[config.mk]
export PLATFORM = sky130hd
export DESIGN_NAME = wp_cmd_seq
export DESIGN_NICKNAME = d
export VERILOG_FILES = /design/src/rtl/wp_pkg.sv /design/src/rtl/wp_key_matcher.sv /design/src/rtl/wp_window.sv /design/src/rtl/wp_flag.sv /design/src/rtl/wp_cmd_seq.sv
export SDC_FILE = /design/constraint.sdc
export NUM_CORES = 1
export LEC_CHECK = 0
export ABC_AREA = 1
export CAP_MARGIN = 20
export CORE_MARGIN = 1
export CORE_UTILIZATION = 30
export CTS_CLUSTER_SIZE = 8
export DETAILED_ROUTE_END_ITERATION = 10
export PLACE_DENSITY = 0.49
export SLEW_MARGIN = 20
export SYNTH_ARGS = -nofsm -noshare
export SYNTH_HDL_FRONTEND = slang
export SYNTH_SLANG_ARGS = --single-unit
[constraint.sdc]
create_clock -name clk -period 3.8 [get_ports clk]
set_input_delay 0.57 -clock clk [delete_from_list [all_inputs] [get_ports clk]]
set_output_delay 0.57 -clock clk [all_outputs]
set_load 0.01 [all_outputs]
[src/rtl/wp_pkg.sv]
package wp_pkg;

    localparam int KEY_AW = 13;
    localparam int DATA_W = 8;

    localparam logic [KEY_AW-1:0] KA_HI = 13'h1555;
    localparam logic [KEY_AW-1:0] KA_LO = 13'h0AAA;

    localparam logic [DATA_W-1:0] KD_LEAD   = 8'hAA;
    localparam logic [DATA_W-1:0] KD_SECOND = 8'h55;
    localparam logic [DATA_W-1:0] KD_OPEN   = 8'hA0;
    localparam logic [DATA_W-1:0] KD_PRECLR = 8'h80;
    localparam logic [DATA_W-1:0] KD_CLEAR  = 8'h20;

    typedef enum logic [2:0] {
        M_IDLE,
        M_K1,
        M_K2,
        M_D3,
        M_D4,
        M_D5
    } match_st_e;

    typedef struct packed {
        logic hit;
        logic final_step;
        logic unlock;
        logic clear_req;
    } key_evt_t;

    typedef struct packed {
        match_st_e nxt;
        key_evt_t  evt;
    } step_res_t;

    function automatic step_res_t key_step(
        input match_st_e         st,
        input logic              at_hi,
        input logic              at_lo,
        input logic [DATA_W-1:0] d
    );
        step_res_t r;
        logic lead;
        logic second;
        lead   = at_hi && (d == KD_LEAD);
        second = at_lo && (d == KD_SECOND);
        r.nxt  = M_IDLE;
        r.evt  = '0;
        case (st)
            M_IDLE: if (lead) begin
                r.nxt = M_K1;
                r.evt.hit = 1'b1;
            end
            M_K1: if (second) begin
                r.nxt = M_K2;
                r.evt.hit = 1'b1;
            end
            M_K2: begin
                if (at_hi && d == KD_OPEN) begin
                    r.nxt = M_IDLE;
                    r.evt.hit = 1'b1;
                    r.evt.final_step = 1'b1;
                    r.evt.unlock = 1'b1;
                end else if (at_hi && d == KD_PRECLR) begin
                    r.nxt = M_D3;
                    r.evt.hit = 1'b1;
                    r.evt.final_step = 1'b1;
                end
            end
            M_D3: if (lead) begin
                r.nxt = M_D4;
                r.evt.hit = 1'b1;
            end
            M_D4: if (second) begin
                r.nxt = M_D5;
                r.evt.hit = 1'b1;
            end
            M_D5: if (at_hi && d == KD_CLEAR) begin
                r.nxt = M_IDLE;
                r.evt.hit = 1'b1;
                r.evt.final_step = 1'b1;
                r.evt.clear_req = 1'b1;
            end
            default: r.nxt = M_IDLE;
        endcase
        if (!r.evt.hit && lead) begin
            r.nxt = M_K1;
            r.evt.hit = 1'b1;
        end
        return r;
    endfunction

endpackage

[src/rtl/wp_key_matcher.sv]
module wp_key_matcher
    import wp_pkg::*;
#(
    parameter int ADDR_W = KEY_AW
) (
    input  logic              clk,
    input  logic              rst,
    input  logic              wr_valid,
    input  logic [ADDR_W-1:0] wr_addr,
    input  logic [DATA_W-1:0] wr_data,
    input  logic              hold,
    output key_evt_t          evt
);

    match_st_e st;
    step_res_t res;
    logic      at_hi;
    logic      at_lo;

    assign at_hi = (wr_addr == ADDR_W'(KA_HI));
    assign at_lo = (wr_addr == ADDR_W'(KA_LO));

    always_comb begin
        res = key_step(st, at_hi, at_lo, wr_data);
        evt = (wr_valid && !hold) ? res.evt : '0;
    end

    always_ff @(posedge clk) begin
        if (rst) begin
            st <= M_IDLE;
        end else if (hold) begin
            st <= M_IDLE;
        end else if (wr_valid) begin
            st <= res.nxt;
        end
    end


    hold_idle_chk: assert property (@(posedge clk) disable iff (rst)
        hold |=> (st == M_IDLE));


    miss_idle_chk: assert property (@(posedge clk) disable iff (rst)
        (wr_valid && !hold && !evt.hit) |=> (st == M_IDLE));

endmodule

[src/rtl/wp_window.sv]
module wp_window #(
    parameter int PAGE_BYTES = 64
) (
    input  logic clk,
    input  logic rst,
    input  logic open_req,
    input  logic close_req,
    input  logic wr_valid,
    output logic win_open,
    output logic win_room
);

    localparam int CW = $clog2(PAGE_BYTES + 1);

    logic [CW-1:0] cnt;

    assign win_room = (cnt < CW'(PAGE_BYTES));

    always_ff @(posedge clk) begin
        if (rst) begin
            win_open <= 1'b0;
            cnt      <= '0;
        end else if (open_req) begin
            win_open <= 1'b1;
            cnt      <= '0;
        end else if (close_req) begin
            win_open <= 1'b0;
            cnt      <= '0;
        end else if (win_open && wr_valid && win_room) begin
            cnt <= cnt + 1'b1;
        end
    end


    count_cap_chk: assert property (@(posedge clk) disable iff (rst)
        cnt <= CW'(PAGE_BYTES));


    close_chk: assert property (@(posedge clk) disable iff (rst)
        (close_req && !open_req) |=> !win_open);

endmodule

[src/rtl/wp_flag.sv]
module wp_flag #(
    parameter int CLEAR_DELAY = 16
) (
    input  logic clk,
    input  logic rst,
    input  logic set_req,
    input  logic clr_req,
    output logic prot
);

    localparam int TW = (CLEAR_DELAY > 1) ? $clog2(CLEAR_DELAY) : 1;

    logic          pend;
    logic [TW-1:0] tmr;

    always_ff @(posedge clk) begin
        if (rst) begin
            prot <= 1'b0;
            pend <= 1'b0;
            tmr  <= '0;
        end else if (set_req) begin
            prot <= 1'b1;
            pend <= 1'b0;
            tmr  <= '0;
        end else if (clr_req) begin
            pend <= 1'b1;
            tmr  <= TW'(CLEAR_DELAY - 1);
        end else if (pend) begin
            if (tmr == '0) begin
                prot <= 1'b0;
                pend <= 1'b0;
            end else begin
                tmr <= tmr - 1'b1;
            end
        end
    end


    rise_on_set_chk: assert property (@(posedge clk) disable iff (rst)
        $rose(prot) |-> $past(set_req));


    fall_after_timer_chk: assert property (@(posedge clk) disable iff (rst)
        $fell(prot) |-> $past(pend));


    set_wins_chk: assert property (@(posedge clk) disable iff (rst)
        set_req |=> prot);

endmodule

[src/rtl/wp_cmd_seq.sv]
module wp_cmd_seq
    import wp_pkg::*;
#(
    parameter int ADDR_W      = KEY_AW,
    parameter int PAGE_BYTES  = 64,
    parameter int CLEAR_DELAY = 16
) (
    input  logic              clk,
    input  logic              rst,
    input  logic              wr_valid,
    input  logic [ADDR_W-1:0] wr_addr,
    input  logic [7:0]        wr_data,
    input  logic              load_done,
    output logic              wr_permit,
    output logic              wr_is_cmd,
    output logic              protected_o,
    output logic              window_o
);

    key_evt_t evt;
    logic     win_open;
    logic     win_room;
    logic     prot;

    wp_key_matcher #(.ADDR_W(ADDR_W)) u_match (
        .clk      (clk),
        .rst      (rst),
        .wr_valid (wr_valid),
        .wr_addr  (wr_addr),
        .wr_data  (wr_data),
        .hold     (win_open),
        .evt      (evt)
    );

    wp_window #(.PAGE_BYTES(PAGE_BYTES)) u_win (
        .clk       (clk),
        .rst       (rst),
        .open_req  (evt.unlock),
        .close_req (load_done),
        .wr_valid  (wr_valid),
        .win_open  (win_open),
        .win_room  (win_room)
    );

    wp_flag #(.CLEAR_DELAY(CLEAR_DELAY)) u_flag (
        .clk     (clk),
        .rst     (rst),
        .set_req (evt.unlock),
        .clr_req (evt.clear_req),
        .prot    (prot)
    );

    always_comb begin
        wr_permit = 1'b0;
        wr_is_cmd = 1'b0;
        if (wr_valid) begin
            if (win_open) begin
                wr_permit = win_room;
            end else if (evt.hit && (prot || evt.final_step)) begin
                wr_is_cmd = 1'b1;
            end else begin
                wr_permit = !prot;
            end
        end
    end

    assign protected_o = prot;
    assign window_o    = win_open;


    permit_cmd_excl_chk: assert property (@(posedge clk) disable iff (rst)
        !(wr_permit && wr_is_cmd));


    idle_quiet_chk: assert property (@(posedge clk) disable iff (rst)
        !wr_valid |-> (!wr_permit && !wr_is_cmd));


    window_needs_prot_chk: assert property (@(posedge clk) disable iff (rst)
        window_o |-> protected_o);


    locked_block_chk: assert property (@(posedge clk) disable iff (rst)
        (wr_valid && protected_o && !window_o) |-> !wr_permit);


    unlock_opens_chk: assert property (@(posedge clk) disable iff (rst)
        evt.unlock |=> (window_o && protected_o));

endmodule

== Yosys cells after proc, flatten, opt, wreduce, memory -nomap -nowiden ==
Cells that the tools add are included.
Cells by class
  add/sub/neg operators: 2
  $lt $le $gt $ge: 1
  eq/ne operators: 14
  mux-type cells: 34
  reduce and logical (&&, ||, !) cells: 25
Operators with widths (count)
  2-to-1 mux 4 bit: 9
  equality test 8 bit (second input constant): 3
  2-to-1 mux 1 bit: 19
  one-hot mux 3 bit (6 select lines): 1
  equality test 13 x 12 -> 1 bit (second input constant): 1
  equality test 13 bit (second input constant): 1
  logical AND 1 bit: 10
  equality test 8 x 6 -> 1 bit (second input constant): 1
  equality test 8 x 7 -> 1 bit (second input constant): 1
  nonzero test 2 bit: 4
  adder 7 x 1 -> 7 bit (second input constant): 1
  less-than comparator 7 bit (second input constant): 1
  equality test 3 x 2 -> 1 bit (second input constant): 2
  equality test 3 bit (second input constant): 2
  one-hot mux 1 bit (6 select lines): 1
  zero test 4 bit: 1
  2-to-1 mux 2 bit: 2
  OR reduction 2 bit: 2
  subtractor 4 x 1 -> 4 bit (second input constant): 1
  equality test 3 x 1 -> 1 bit (second input constant): 1
  zero test 1 bit: 3
  zero test 3 bit: 1
  2-to-1 mux 3 bit: 1
  AND reduction 3 bit: 1
  6 further kinds: 6
Storage, ports and cells
  flip-flop bits (word level): 17
  input port bits: 25
  output and inout port bits: 4
  word-level logic and storage cells: 82

== Logic depth before layout (Yosys ltp) ==
  word-level depth: 14
  depth in mapped cells: 11
  mapped depth without buffers: 11

== Modules after synthesis ==
From an unflattened synthesis, not the netlist that was laid out.
Unflattened totals
  cells, all modules: 266
  area, all modules: 1556.5 um^2
By module, submodules not included
  wp_key_matcher: instances 1, cells each 162, area an instance 800.8 um^2
  wp_window: instances 1, cells each 55, area an instance 405.4 um^2
  wp_flag: instances 1, cells each 41, area an instance 306.5 um^2
  wp_cmd_seq: instances 1, cells each 8, area an instance 43.8 um^2

== Worst setup path after synthesis ==
Ideal clock, no wire load.
  path kind: input to output
  start point: input wr_addr[7]
  end point: output wr_is_cmd
  data arrival time: 1.429 ns
  required time: 3.230 ns
  slack: 1.801 ns
  cell stages on the path: 9
  cell sequence: inv_1 nand2_1 nand3b_1 nor2_4 nand3_1 nand2_1 nand3b_1 nand2_1 inv_1
Between the ends
  word-level cells in the longest chain between the ends: 13
  elaborated cells between the ends (all ways): 25
Ends and longest elaborated chain
  start, declared: RTL line wp_cmd_seq.sv:11  | input logic [ADDR_W-1:0] wr_addr,
  equality test 13 bit: RTL line wp_key_matcher.sv:20  | assign at_hi = (wr_addr == ADDR_W'(KA_HI));
  logical AND 1 bit: RTL line wp_pkg.sv:64  | end else if (at_hi && d == KD_PRECLR) begin
  2-to-1 mux 4 bit: RTL line wp_pkg.sv:64
  2-to-1 mux 4 bit: RTL line wp_pkg.sv:59  | if (at_hi && d == KD_OPEN) begin
  one-hot mux 1 bit (6 select lines): RTL line wp_pkg.sv:49  | case (st)
  zero test 1 bit: RTL line wp_pkg.sv:86  | if (!r.evt.hit && lead) begin
  logical AND 1 bit: RTL line wp_pkg.sv:86
  2-to-1 mux 4 bit: RTL line wp_pkg.sv:86
  2-to-1 mux 4 bit (*): RTL line wp_key_matcher.sv:25  | evt = (wr_valid && !hold) ? res.evt : '0;
  logical AND 1 bit (*): RTL line wp_cmd_seq.sv:59  | end else if (evt.hit && (prot || evt.final_step)) begin
  2-to-1 mux 1 bit (*): RTL line wp_cmd_seq.sv:59
  2-to-1 mux 1 bit (*): RTL line wp_cmd_seq.sv:57  | if (win_open) begin
  2-to-1 mux 1 bit (*): RTL line wp_cmd_seq.sv:56  | if (wr_valid) begin
  end, declared: RTL line wp_cmd_seq.sv:15  | output logic wr_is_cmd,
Mark *: on every way between the ends. The rest lies on a longest branch, timed or not.

== Final worst setup path ==
  start point: input wr_data[6]
  end point: output wr_is_cmd
Between the ends
  word-level cells in the longest chain between the ends: 13
  elaborated cells between the ends (all ways): 28
Ends and longest elaborated chain
  start, declared: RTL line wp_cmd_seq.sv:12  | input logic [7:0] wr_data,
  equality test 8 bit: RTL line wp_pkg.sv:64
  logical AND 1 bit: RTL line wp_pkg.sv:64
  2-to-1 mux 4 bit: RTL line wp_pkg.sv:64
  2-to-1 mux 4 bit: RTL line wp_pkg.sv:59
  one-hot mux 1 bit (6 select lines): RTL line wp_pkg.sv:49
  zero test 1 bit: RTL line wp_pkg.sv:86
  logical AND 1 bit: RTL line wp_pkg.sv:86
  2-to-1 mux 4 bit: RTL line wp_pkg.sv:86
  2-to-1 mux 4 bit (*): RTL line wp_key_matcher.sv:25
  logical AND 1 bit (*): RTL line wp_cmd_seq.sv:59
  2-to-1 mux 1 bit (*): RTL line wp_cmd_seq.sv:59
  2-to-1 mux 1 bit (*): RTL line wp_cmd_seq.sv:57
  2-to-1 mux 1 bit (*): RTL line wp_cmd_seq.sv:56
Marked as above.

==> impl_metrics.tcl <==
set metrics [dict create \
    status "finished, final reports clean" \
    internal-power_mw 0.285 \
    synth_area_per_cell_um2 6.10 \
    postRouteAntennaNets 0 \
    cts-buffers-inserted 3 \
    rr_endpoint "u_flag.tmr[3]" \
    reg2reg_from "u_flag.tmr[0]" \
    gr-total-overflow 0 \
    cp_num_cells 11 \
    power.leakage_nw 0.681 \
    yosys.cell_types.count 27 \
    synth_top_family_by_area "simple AND/OR/NAND/NOR gates" \
    die_w_um 69.2 \
    clk_pin_slew_ns 0.06 \
    clk_latency_ns 0.25 \
    seq_area_frac_synth_pct 25.1 \
    r2r_cells 7 \
    die_y_um 69.2 \
    die_area_um2 4790 \
    grt_max_degree 10 \
    crit_start "wr_data[6]" \
    final-instance-count-excl-fill 306 \
    hold_viol_final 0 \
    synth-compound-area-share_pct 10.6 \
    rsz0062_at_grt "false" \
    critPathKind "input pin to output pin" \
    synth_ff_type "dfxtp_1" \
    arrival_ns 2.60 \
    clockBufferDepth 2 \
    drt_wl_total_um 3130 \
    fin_tns_setup_ns 0 \
    insertedDiodeCount 0 \
    dpl.cell_count 302 \
    antenna_found_initial 0 \
    drt-initial-drc-count 26 \
    powerDensity_nw_per_um2 217 \
    floorplan.rows 24 \
    grt_pass1_wl_um 5330 \
    yosysWarnings 0 \
    crit_path_start_kind "input pin" \
    ctsResizeCount 0 \
    skew_ns 0.000877 \
    drv_cap 0 \
    worstPathMaxFanout 5 \
    crit_chain "clkdlybuf4s50_1 -> nand2_1 -> nor3_1 -> nand2_1 -> nor2_1 -> nand3_1 -> nand2_1 -> nand3b_1 -> nand2_1 -> inv_1 -> clkdlybuf4s50_1" \
    cts_setup_buffers 0 \
    power_frac_clock_pct 36.0 \
    htree_levels 1 \
    cpLargestDelayFamily "buffers and inverters" \
    ys_async_sr_fraction_pct 0 \
    wire_per_inst_um 10.2 \
    ys_ff_latch 17 \
    nets 282 \
    area_delta_synth_final_pct 28.8 \
    grtUsageTotal_pct 13.5 \
    switchingPower_mw 0.0935 \
    cts_tree "yes" \
    crit_buf_inv 3 \
    clock.fmax_mhz 316 \
    post-place-ws_ns 0.645 \
    min_period_ns 3.17 \
    coreArea_um2 4350 \
    setup_viol 0 \
    cp-end-kind "output pin" \
    synth_edf_count 0 \
    peakVddDrop_v 0.000129 \
    via_count 1380 \
    layout_setup_ws_ns 0.632 \
    syn-cell-area_um2 1350 \
    drc_errors 0 \
    syn-num-nets 249 \
    io_pins 29 \
    drtPass1Iterations 4 \
    clock-root-buffer "clkbuf_8" \
    crit_path_end "wr_is_cmd" \
    start_util_pct 31.1 \
    p_comb_share_pct 16.7 \
    yosys.area_share.simple_pct 51.8 \
    drv_slew 0 \
    cts_num_sinks 17 \
    synthCells 222 \
    portBuffers 28 \
    slowest_stage "clkdlybuf4s50_1" \
    finalWeightedCongestion 0.751 \
    vias_per_cell 4.51 \
    relSlewSlack_pct 78.6 \
    synth_mux_area_share_pct 0 \
    period_share_pct 83.4 \
    crit_path_frequent_cell "nand2_1" \
    cts_hold_buf 0 \
    worstPathRequired_ns 3.23 \
    worst_pin_slew_ns 0.319 \
    hpwl_um 2600 \
    synthAdderAreaFrac_pct 1.85 \
    finalPower_mw 0.379 \
    sequentialPowerShare_pct 47.3 \
    rrSetupSlack_ns 2.36 \
    switching_share_pct 24.7 \
    grt_pass1_vias 1300 \
    slowest_delay_ns 0.60 \
    yosys.area_share.xor_xnor_pct 1.94 \
    layout-drive-gt1-share_pct 14.2 \
    hp-class "flop to flop" \
]
[synthesized netlist by cell type, types with 2 or more instances]
library cell | count | area (µm²)
nand2_1 | 49 | 184
nor2_1 | 41 | 154
inv_1 | 26 | 97.6
nand3_1 | 20 | 100
dfxtp_1 | 17 | 340
a21oi_1 | 12 | 60.1
nand2_2 | 7 | 43.8
nor3_1 | 7 | 35.0
a21oi_2 | 4 | 35.0
inv_2 | 4 | 15.0
nand3b_1 | 4 | 30.0
nor2_2 | 4 | 25.0
nor2_4 | 4 | 45.0
nand3_2 | 3 | 30.0
nor3_2 | 3 | 30.0
a31oi_1 | 2 | 12.5
ha_1 | 2 | 25.0
o21ai_1 | 2 | 10.0
or2_2 | 2 | 12.5
xor2_1 | 2 | 17.5
[flip-flops by register name, indices dropped and copies added, names as in the netlist]
name,cells
u_match.st,3
u_flag.prot,1
u_flag.tmr,4
u_win.cnt,7
u_flag.pend,1
u_win.win_open,1
[cell type report]
type	instances	area [µm²]
well taps	52	65.1
flip-flops and latches	17	340
repair buffers	28	280
multi-input cells	174	897
clock buffers	4	45.0
fillers	475	2610
inverters	31	116
[power groups by stage]
stage | Sequential, mW | Clock, mW | Combinational (mW)
final | 0.179 | 0.136 | 0.0633
after floorplan | 0.183 | 0 | 0.0257
after detailed placement | 0.183 | 0 | 0.0635
after CTS | 0.179 | 0.144 | 0.0641
after global routing | 0.179 | 0.151 | 0.0698
after global placement | 0.183 | 0 | 0.0645
[per-stage QoR]
stage / hold WS, ns / utilization [%] / area, µm²
floorplan: 0.455 / - / 1350
global placement: 0.477 / 39.0 / 1700
detailed placement: 0.480 / 39.0 / 1700
CTS: 0.490 / 40.1 / 1740
global route: 0.514 / 40.1 / 1740
finish: 0.486 / 40.1 / 1740
[layer usage]
metal,vias to the layer above,GRT usage [%],routed length [µm]
met5,-,0,0
met4,0,5.44,48
met3,5,3.05,124
met2,24,21.7,1330
met1,578,17.6,1620
li1,773,-,-
[cells by family after synthesis]
group | count (synthesis)
AND/OR/NAND/NOR | 146
buffers and inverters | 31
AO/OA/AOI/OAI | 23
flip-flops | 17
XOR/XNOR | 3
adder cells (fa/ha/maj) | 2
[placed cells by master, fill, tap and decap left out, types with 7 or more instances in the layout]
cell             count
clkdlybuf4s50_1     28
nor2_1              41
a21oi_1             12
nand3_1             20
dfxtp_1             17
nand2_1             49
nor3_1               7
nand2_2              7
inv_1               26
[worst min-delay path by stage]
stage | start | to | depth (start not counted)
floorplan | u_match.st[1] | u_match.st[1] | 2
global placement | u_win.cnt[1] | u_win.cnt[1] | 2
detailed placement | u_win.cnt[1] | u_win.cnt[1] | 2
CTS | u_win.cnt[1] | u_win.cnt[1] | 2
global route | u_win.cnt[1] | u_win.cnt[1] | 2
finish | u_match.st[1] | u_match.st[1] | 2
[worst min-delay path, stage by stage, from the launching register on]
cell and delay (ns):
dfxtp_1 0.32, nand2_1 0.06, a21oi_1 0.05
No activity file was read; power rests on OpenSTA's default activity.
